[src/rtl/ecc_sram_pkg.sv]
package ecc_sram_pkg;

    localparam int DW = 64;
    localparam int CW = 8;

    typedef enum logic [1:0] {
        ST_HOLD  = 2'd0,
        ST_IDLE  = 2'd1,
        ST_CHECK = 2'd2
    } ctrl_state_e;

    typedef enum logic [1:0] {
        EV_NONE = 2'd0,
        EV_CORR = 2'd1,
        EV_UNC  = 2'd2
    } ev_kind_e;

    function automatic int popc8(logic [7:0] v);
        int n;
        n = 0;
        for (int b = 0; b < 8; b++) n += int'(v[b]);
        return n;
    endfunction

    // Odd-weight columns: all weight-3 bytes first, then weight-5 until DW filled.
    function automatic logic [DW-1:0][CW-1:0] hsiao_cols();
        logic [DW-1:0][CW-1:0] cols;
        int k;
        cols = '0;
        k = 0;
        for (int w = 3; w <= 5; w += 2) begin
            for (int v = 1; v < 256; v++) begin
                if (k < DW && popc8(8'(v)) == w) begin
                    cols[k] = 8'(v);
                    k++;
                end
            end
        end
        return cols;
    endfunction

    localparam logic [DW-1:0][CW-1:0] H_COLS = hsiao_cols();

    function automatic logic [DW-1:0] h_row(int j);
        logic [DW-1:0] r;
        for (int i = 0; i < DW; i++) r[i] = H_COLS[i][j];
        return r;
    endfunction

endpackage

[src/rtl/secded_enc.sv]
module secded_enc
    import ecc_sram_pkg::*;
(
    input  logic [DW-1:0] data_i,
    output logic [CW-1:0] chk_o
);

    for (genvar j = 0; j < CW; j++) begin : g_row
        localparam logic [DW-1:0] ROW = h_row(j);
        assign chk_o[j] = ^(data_i & ROW);
    end

endmodule

[src/rtl/secded_dec.sv]
module secded_dec
    import ecc_sram_pkg::*;
(
    input  logic [DW+CW-1:0] cw_i,
    output logic [DW-1:0]    data_o,
    output logic [CW-1:0]    syn_o,
    output logic             corr_o,
    output logic             unc_o
);

    logic [DW-1:0] data_raw;
    logic [CW-1:0] chk_calc;
    logic [DW-1:0] hit;
    logic          chk_hit;
    logic          stuck;
    logic          fixable;

    assign data_raw = cw_i[DW+CW-1:CW];

    secded_enc u_enc (
        .data_i (data_raw),
        .chk_o  (chk_calc)
    );

    assign syn_o = chk_calc ^ cw_i[CW-1:0];

    for (genvar i = 0; i < DW; i++) begin : g_col
        assign hit[i] = (syn_o == H_COLS[i]);
    end

    assign chk_hit = $onehot(syn_o);
    assign stuck   = (cw_i == '0) || (&cw_i);
    assign fixable = (|hit) || chk_hit;
    assign corr_o  = !stuck && fixable;
    assign unc_o   = stuck || ((syn_o != '0) && !fixable);
    assign data_o  = stuck ? data_raw : (data_raw ^ hit);

endmodule

[src/rtl/byte_lane_merge.sv]
module byte_lane_merge
    import ecc_sram_pkg::*;
(
    input  logic [DW-1:0] old_i,
    input  logic [DW-1:0] new_i,
    input  logic [1:0]    size_i,
    input  logic [2:0]    off_i,
    output logic [DW-1:0] data_o
);

    localparam int NB = DW / 8;

    logic [2:0] low_mask;
    logic [2:0] group;

    always_comb begin
        unique case (size_i)
            2'd0:    low_mask = 3'd0;
            2'd1:    low_mask = 3'd1;
            2'd2:    low_mask = 3'd3;
            default: low_mask = 3'd7;
        endcase
    end

    assign group = off_i & ~low_mask;

    for (genvar k = 0; k < NB; k++) begin : g_lane
        localparam logic [2:0] LANE = 3'(k);
        logic take;
        assign take = ((LANE & ~low_mask) == group);
        assign data_o[DW-1-8*k -: 8] = take ? new_i[DW-1-8*k -: 8] : old_i[DW-1-8*k -: 8];
    end

endmodule

[src/rtl/ecc_sram_ctrl.sv]
module ecc_sram_ctrl
    import ecc_sram_pkg::*;
#(
    parameter int ADDR_W = 16
) (
    input  logic                 clk,
    input  logic                 rst_n,
    input  logic                 standby,
    input  logic                 req_valid,
    output logic                 req_ready,
    input  logic                 req_write,
    input  logic [1:0]           req_size,
    input  logic [ADDR_W-1:0]    req_addr,
    input  logic [DW-1:0]        req_wdata,
    output logic                 rsp_valid,
    output logic                 rsp_err,
    output logic [DW-1:0]        rsp_rdata,
    output logic                 mem_cs_lo,
    output logic                 mem_cs_hi,
    output logic                 mem_we,
    output logic [ADDR_W-5:0]    mem_idx,
    output logic [DW+CW-1:0]     mem_wdata,
    input  logic [DW+CW-1:0]     mem_rdata,
    output logic                 err_corr_pulse,
    output logic                 err_unc_pulse,
    output logic [ADDR_W-1:0]    stat_addr,
    output logic [CW-1:0]        stat_syn,
    output logic [1:0]           stat_kind
);

    localparam logic [1:0] SZ_FULL = 2'd3;

    ctrl_state_e st_q, st_d;

    logic              op_write_q;
    logic [1:0]        op_size_q;
    logic [ADDR_W-1:0] op_addr_q;
    logic [DW-1:0]     op_wdata_q;

    logic              accept;
    logic              full_wr;
    logic              in_check;
    logic              wr_commit;
    logic [ADDR_W-1:0] addr_cur;
    logic [DW-1:0]     wr_data;
    logic [DW-1:0]     merged;
    logic [CW-1:0]     wr_chk;
    logic [DW-1:0]     dec_data;
    logic [CW-1:0]     dec_syn;
    logic              dec_corr;
    logic              dec_unc;

    // ---------------- datapath ----------------
    secded_dec u_dec (
        .cw_i   (mem_rdata),
        .data_o (dec_data),
        .syn_o  (dec_syn),
        .corr_o (dec_corr),
        .unc_o  (dec_unc)
    );

    byte_lane_merge u_merge (
        .old_i  (dec_data),
        .new_i  (op_wdata_q),
        .size_i (op_size_q),
        .off_i  (op_addr_q[2:0]),
        .data_o (merged)
    );

    secded_enc u_enc (
        .data_i (wr_data),
        .chk_o  (wr_chk)
    );

    // ---------------- control ----------------
    assign in_check  = (st_q == ST_CHECK);
    assign req_ready = (st_q == ST_IDLE) && !standby;
    assign accept    = req_valid && req_ready;
    assign full_wr   = accept && req_write && (req_size == SZ_FULL);
    assign wr_commit = in_check && op_write_q && !dec_unc && !standby;

    assign addr_cur  = in_check ? op_addr_q : req_addr;
    assign wr_data   = in_check ? merged : req_wdata;

    assign mem_we    = full_wr || wr_commit;
    assign mem_cs_lo = (accept || wr_commit) && !addr_cur[ADDR_W-1];
    assign mem_cs_hi = (accept || wr_commit) &&  addr_cur[ADDR_W-1];
    assign mem_idx   = addr_cur[ADDR_W-2:3];
    assign mem_wdata = {wr_data, wr_chk};

    // state register
    always_ff @(posedge clk or negedge rst_n) begin
        if (!rst_n) st_q <= ST_HOLD;
        else        st_q <= st_d;
    end

    // next-state
    always_comb begin
        st_d = st_q;
        unique case (st_q)
            ST_HOLD:  st_d = standby ? ST_HOLD : ST_IDLE;
            ST_IDLE: begin
                if (standby)                st_d = ST_HOLD;
                else if (accept && !full_wr) st_d = ST_CHECK;
            end
            ST_CHECK: st_d = standby ? ST_HOLD : ST_IDLE;
            default:  st_d = ST_HOLD;
        endcase
    end

    // outputs and captured request
    always_ff @(posedge clk or negedge rst_n) begin
        if (!rst_n) begin
            op_write_q     <= 1'b0;
            op_size_q      <= '0;
            op_addr_q      <= '0;
            op_wdata_q     <= '0;
            rsp_valid      <= 1'b0;
            rsp_err        <= 1'b0;
            rsp_rdata      <= '0;
            err_corr_pulse <= 1'b0;
            err_unc_pulse  <= 1'b0;
            stat_addr      <= '0;
            stat_syn       <= '0;
            stat_kind      <= EV_NONE;
        end else begin
            rsp_valid      <= 1'b0;
            err_corr_pulse <= 1'b0;
            err_unc_pulse  <= 1'b0;
            if (accept) begin
                op_write_q <= req_write;
                op_size_q  <= req_size;
                op_addr_q  <= req_addr;
                op_wdata_q <= req_wdata;
            end
            if (full_wr) begin
                rsp_valid <= 1'b1;
                rsp_err   <= 1'b0;
            end
            if (in_check) begin
                rsp_valid      <= 1'b1;
                rsp_rdata      <= dec_data;
                rsp_err        <= dec_unc || (op_write_q && standby);
                err_corr_pulse <= dec_corr;
                err_unc_pulse  <= dec_unc;
                if (dec_corr || dec_unc) begin
                    stat_addr <= op_addr_q;
                    stat_syn  <= dec_syn;
                    stat_kind <= dec_unc ? EV_UNC : EV_CORR;
                end
            end
        end
    end

endmodule

[config.mk]
export PLATFORM = sky130hd
export DESIGN_NAME = ecc_sram_ctrl
export DESIGN_NICKNAME = d
export VERILOG_FILES = /design/src/rtl/ecc_sram_pkg.sv /design/src/rtl/secded_enc.sv /design/src/rtl/secded_dec.sv /design/src/rtl/byte_lane_merge.sv /design/src/rtl/ecc_sram_ctrl.sv
export SDC_FILE = /design/constraint.sdc
export NUM_CORES = 1
export LEC_CHECK = 0
export CORE_MARGIN = 2
export CORE_UTILIZATION = 55
export DETAILED_ROUTE_END_ITERATION = 6
export PLACE_DENSITY = 0.88
export SYNTH_ARGS = -nofsm -noshare
export SYNTH_HDL_FRONTEND = slang
export SYNTH_SLANG_ARGS = --single-unit
[constraint.sdc]
create_clock -name clk -period 28.7 [get_ports clk]
set_input_delay 7.175 -clock clk [delete_from_list [all_inputs] [get_ports clk]]
set_output_delay 7.175 -clock clk [all_outputs]
set_load 0.05 [all_outputs]
== Word-level counts from Yosys, hierarchy flattened ==
Cells that the tools add are included.
Word-level totals
  output and inout bits: 182
  bits in registers: 179
  word-level logic and storage cells: 177
  input port bits: 159
Operators by class
  add/subtract/negate cells: 7
  multiplexer cells: 23
  reduce and logical (&&, ||, !) cells: 52
  bitwise gates (word level): 4
  eq/ne operators: 78
Operator list (number)
  64-bit parity: 16
  8-bit equality test, second input constant: 21
  8-bit by 7-bit equality test with 1-bit output, second input constant: 17
  64-bit 2-to-1 mux: 2
  8-bit by 6-bit equality test with 1-bit output, second input constant: 15
  72-bit logical NOT: 1
  72-bit AND reduction: 1
  8-bit 2-to-1 mux: 8
  64-bit OR reduction: 1
  64-bit XOR: 1
  8-bit by 5-bit equality test with 1-bit output, second input constant: 7
  8-bit by 4-bit equality test with 1-bit output, second input constant: 3
  16-bit 2-to-1 mux: 1
  1-bit logical AND: 13
  4-bit adder: 3
  3-bit equality test: 4
  3-bit case mux with 3 select lines: 1
  1-bit by 1-bit adder with 2-bit output: 4
  8-bit by 3-bit equality test with 1-bit output, second input constant: 1
  8-bit nonzero test: 1
  8-bit XOR: 1
  1-bit logical OR: 7
  1-bit 2-to-1 mux: 7
  2-bit equality test, second input constant: 3
  15 further kinds: 25

== Depth between registers and ports, before layout ==
  depth after elaboration: 15
  gate-level depth with buffers: 27
  gate-level depth less buffers: 24

== Modules after synthesis ==
From an unflattened synthesis, not the netlist that was laid out.
Second synthesis, totals
  cell total of the unflattened synthesis: 1595
  area total of the unflattened synthesis: 14605.3 sq um
By module, submodules not included
  ecc_sram_ctrl: instances 1, cells each 777, area an instance 7950.1 sq um, seq. area each 4479.3 sq um
  secded_enc: instances 2, cells each 113, area an instance 1331.3 sq um, seq. area each 0.0 sq um
  secded_dec: instances 1, cells each 362, area an instance 2358.5 sq um, seq. area each 0.0 sq um
  byte_lane_merge: instances 1, cells each 230, area an instance 1634.1 sq um, seq. area each 0.0 sq um

== Worst setup path after synthesis ==
No wires, ideal clock.
  path kind: in2out
  from: input port mem_rdata[64]
  to: output port mem_wdata[7]
  stages: 19
  arrival time: 13346 ps
  slack: 8179 ps
  buffers on the path: 2
  data required time: 21525 ps
  cell sequence: inv_1 > ha_1 > xnor2_1 > xnor3_1 > xnor3_2 > xor2_4 > inv_4 > buf_6 > buf_2 > ha_1 > nand2_1 > or3_1 > and3_1 > o21ai_0 > xor2_1 > xnor2_1 > xnor3_1 > xnor3_1 > xnor2_1
Between the ends
  longest elaborated chain between the ends: 8
  elaborated cells between the ends (all ways): 37
  classes of those cells: eq/ne (21); mux (5); bitwise (2); reduce/logical (9)
RTL lines
  from (decl): RTL line ecc_sram_ctrl.sv:23  | input logic [DW+CW-1:0] mem_rdata,
  64-bit parity: RTL line secded_enc.sv:10  | assign chk_o[j] = ^(data_i & ROW);
  8-bit XOR: RTL line secded_dec.sv:25  | assign syn_o = chk_calc ^ cw_i[CW-1:0];
  8-bit equality test: RTL line secded_dec.sv:28  | assign hit[i] = (syn_o == H_COLS[i]);
  64-bit XOR: RTL line secded_dec.sv:36  | assign data_o = stuck ? data_raw : (data_raw ^ hit);
  64-bit 2-to-1 mux *: RTL line secded_dec.sv:36
  8-bit 2-to-1 mux *: RTL line byte_lane_merge.sv:31  | assign data_o[DW-1-8*k -: 8] = take ? new_i[DW-1-8*k -: 8] : old_i[DW-1-8*k -: 8];
  64-bit 2-to-1 mux *: RTL line ecc_sram_ctrl.sv:83  | assign wr_data = in_check ? merged : req_wdata;
  net mem_wdata[45]: RTL line ecc_sram_ctrl.sv:22  | output logic [DW+CW-1:0] mem_wdata,
  64-bit parity *: RTL line secded_enc.sv:10
  to (decl): RTL line ecc_sram_ctrl.sv:22
The timed path passes the listed nets; every way through them passes the cells marked *.

== Final worst setup path ==
  from: input port mem_rdata[64]
  to: output port mem_cs_lo
Between the ends
  longest elaborated chain between the ends: 15
  elaborated cells between the ends (all ways): 91
  classes of those cells: add/sub (6); eq/ne (65); bitwise (1); reduce/logical (19)
RTL lines
  64-bit parity: RTL line secded_enc.sv:10
  8-bit XOR: RTL line secded_dec.sv:25
  1-bit by 1-bit adder with 2-bit output (implied by the code): RTL line secded_dec.sv:31  | assign chk_hit = $onehot(syn_o);
  4-bit adder (implied by the code) (2 in a row): RTL line secded_dec.sv:31
  4-bit by 1-bit equality test with 1-bit output: RTL line secded_dec.sv:31
  1-bit logical OR: RTL line secded_dec.sv:33  | assign fixable = (|hit) || chk_hit;
  1-bit logical NOT: RTL line secded_dec.sv:35  | assign unc_o = stuck || ((syn_o != '0) && !fixable);
  1-bit logical AND: RTL line secded_dec.sv:35
  1-bit logical OR *: RTL line secded_dec.sv:35
  1-bit logical NOT *: RTL line ecc_sram_ctrl.sv:80  | assign wr_commit = in_check && op_write_q && !dec_unc && !standby;
  1-bit logical AND * (2 in a row): RTL line ecc_sram_ctrl.sv:80
  1-bit logical OR *: RTL line ecc_sram_ctrl.sv:86  | assign mem_cs_lo = (accept || wr_commit) && !addr_cur[ADDR_W-1];
  1-bit logical AND *: RTL line ecc_sram_ctrl.sv:86
  to (decl): RTL line ecc_sram_ctrl.sv:18  | output logic mem_cs_lo,
Every way passes the cells marked *; elsewhere a longest branch is shown, timed or not.

==> summary.txt <==
Outcome
  – Status: finished, final reports clean

CTS
  – Post-CTS Resized: 0
  – Clk sinks: between 150 and 200
  – CTS Buf Count: 17
  – Clk Latency, worst-skew pair: 450 ps
  – H-tree depth: 4
  – Root Driver: clkbuf_16
  – Clk buf depth: 2
  – CTS tree: yes
  – Clock Pin Slew Worst Setup and Hold Paths: about 80 ps
  – Setup bufs post-CTS: 0
  – CTS Hold Bufs: 0

STA
  – Period minus WS final: about 22000 ps
  – Worst hold slack: ~480 ps
  – Fmax: ~45 MHz
  – Finish-stage setup viols: 0
  – Clock Skew: approximately 14 ps
  – Final Max Slew Viols: 0
  – RSZ-0062 raised after global routing: false
  – Hold Vio Cnt, Final: 0
  – Tcrit/Tclk final: between 70% and 80%
  – Slew @ Worst Pin: about 1100 ps
  – Setup TNS: 0 ps
  – Slew headroom: about 30%

Yosys
  – Post-synthesis instance total: between 1.5k and 2k
  – Netlist cell types: 70
  – Most area-hungry cell type in the Yosys netlist: dfrtp_1
  – Area contributors post-synth: dfrtp_1, xnor2_1, mux2_2
  – Syn nets: roughly 1.8k
  – Seq/Total Area, Yosys: between 30% and 40%
  – Post-synth EDFFs: 0
  – Ys flop type: dfrtp_1
  – Most frequent cell after synthesis: xnor2_1
  – Share of the synthesized area in the top cell type: 32.2%
  – Synthesis Warnings: 0
  – Top cells by count, synth: xnor2_1, nand2_1, dfrtp_1, inv_1, o21ai_0
  – #FFs+latches synth: 179
  – Synth async-reset ratio: between 90% and 100%
  – Syn Area/Cell: 9.07 um^2
  – Post-Synthesis Cell Area: approximately 0.014 mm^2

Hold path
  – Hold Crit Class: flip-flop to flip-flop
  – Worst hold path depth: 2
  – WHS Endpoint: rsp_rdata[61]
  – HP Start: rsp_rdata[61]

Detailed routing
  – ANT nets after route: 0
  – First-pass iteration count of the detailed router: 6
  – DRC: 0
  – Final wirelength: approximately 56000 um
  – DR vias: about 13k
  – Initial drt markers: around 1.7k
  – Drt via density: 6.15
  – WL per Instance: between 20 and 30 um

Floorplan
  – Area of the die: 0.0266 mm^2
  – Top Ports: roughly 340
  – Vert. Die Dim: roughly 160 um
  – # rows: 58
  – Core footprint: ~0.025 mm^2
  – Initial Util: around 56%
  – Die width: around 160 um

Critical path
  – Crit Path Class: input pin to output port
  – R2r endpoint: stat_addr[7]
  – WP data required: ~22000 ps
  – Crit path max fanout: 28
  – Crit path launch type: input pin
  – Reg2reg setup slack: about 26000 ps
  – FF-to-FF path depth: 5
  – CP arrival: 14970 ps
  – Reg2reg start: st_q[0]
  – Setup crit end kind: output port

Global routing
  – Total grt overflow: 0
  – First-pass GRT wire length: around 83000 um
  – Initial antenna violation count: 0
  – Vias in the first global route: around 13k
  – Pin count of the biggest net entering global routing: 90
  – Total GRT Usage: approximately 43%

Finish
  – Share of cells above drive strength 1: 9.50%
  – Area delta synth->final: 30.3%
  – Ant. Diodes: 0
  – Nets: just over 2k
  – Fin util: slightly above 70%
  – Design area: ~0.018 mm^2

Place
  – Placed Area: 0.0175 mm^2
  – Final Wtd Congestion: 1.04
  – Buffers on Ports: 340
  – DP Wirelength: between 40000 and 50000 um

Pwr
  – Max IR drop VDD: between 0.15 and 0.2 mV
  – Power Density: between 100 and 150 mW/mm^2
  – Leak: around 0.0077 uW
  – Total power: between 2000 and 2500 uW

Job
  – Max Cap Viol: 0
layout make-up:
class	instances	area, um^2
well taps	330	413
fillers	1807	6850
multi-input cells	1157	8680
clock inverters	15	205
repair buffers	349	3470
inverters	114	430
clock buffers	17	425
flip-flops and latches	179	4480
registers in the layout, indices dropped and copies added, names as in the netlist:
register and count:
op_addr_q 16, err_unc_pulse 1, st_q 2, rsp_err 1, stat_addr 16, op_wdata_q 64
rsp_rdata 64, stat_syn 8, op_size_q 2, rsp_valid 1, op_write_q 1, stat_kind 2
err_corr_pulse 1
power breakdown:
part	switching, uW	internal [uW]
combinational	967	512
clock	126	127
sequential	49.3	326
total	1140	964
metrics by stage:
stage,setup WS (ps),cells
floorplan,8180,1533
global placement,6790,2129
detailed placement,6680,2129
CTS,6680,2161
global route,6230,2161
finish,6560,2161
cells in the final DEF, fill, tap and decap left out, drive strengths merged, types with 3 or more instances in the layout:
cell | netlist | final
a21o | 11 | 11
a21oi | 65 | 65
clkdlybuf4s50 | 0 | 339
xnor2 | 238 | 238
nand4b | 4 | 4
ha | 78 | 78
a22oi | 4 | 4
nand4 | 30 | 30
clkinv | 1 | 10
fa | 4 | 4
buf | 13 | 10
clkbuf | 70 | 17
nor4 | 29 | 29
or3 | 12 | 12
a211oi | 5 | 5
mux2 | 100 | 100
a31oi | 19 | 19
xnor3 | 20 | 20
or2 | 8 | 8
mux2i | 7 | 7
o211ai | 3 | 3
xor2 | 30 | 30
o21ai | 116 | 116
nor3 | 9 | 9
nand3 | 34 | 34
and2 | 13 | 13
nor2 | 62 | 62
dfrtp | 179 | 179
o22a | 3 | 3
nand2b | 3 | 3
nand2 | 193 | 193
o22ai | 4 | 4
inv | 113 | 118
o211a | 5 | 5
and3 | 14 | 14
routing by layer:
layer	wire [um]	vias to the layer above	global-route usage, %
li1	-	5771	-
met1	22300	6391	55.8
met2	25100	955	66.8
met3	5820	171	9.27
met4	3300	0	21.0
met5	0	-	0
critical path, cell delays in order:
cell and delay, ps:
clkdlybuf4s50_1 560, inv_1 100, ha_1 340, xnor2_1 310, xnor3_1 370, xnor3_2 440
xor2_4 580, inv_4 300, nor2_1 460, fa_1 530, fa_1 470, ha_1 220
fa_1 530, nor4b_1 50, a221oi_1 180, o311ai_0 170, a21oi_1 160, o2111ai_1 140
a31o_2 270, a41oi_1 280, nor2_1 120, a21oi_1 280, and3b_1 210, clkdlybuf4s50_1 690
worst max path at each step:
| stage | from | cells after the start | to |
|---|---|---|---|
| floorplan | mem_rdata[64] | 19 | mem_wdata[7] |
| global placement | mem_rdata[65] | 24 | mem_cs_lo |
| detailed placement | mem_rdata[64] | 24 | mem_cs_lo |
| CTS | mem_rdata[64] | 24 | mem_cs_lo |
| global route | mem_rdata[65] | 24 | mem_cs_lo |
| finish | mem_rdata[64] | 24 | mem_cs_lo |
cell families (layout without fill, tap and decap cells):
kind of cell | after synthesis | after routing | share of synthesized area, %
DFF | 179 | 179 | 32.2
muxes | 107 | 107 | 8.61
xor gates and xnor gates | 290 | 290 | 20.6
AOI/OAI and AO/OA | 258 | 258 | 11.1
buffers and inverters | 197 | 495 | 5.42
and+or+nand+nor | 420 | 420 | 14.5
adders and majority gates | 82 | 82 | 7.60
No activity file was read; power rests on OpenSTA's default activity.
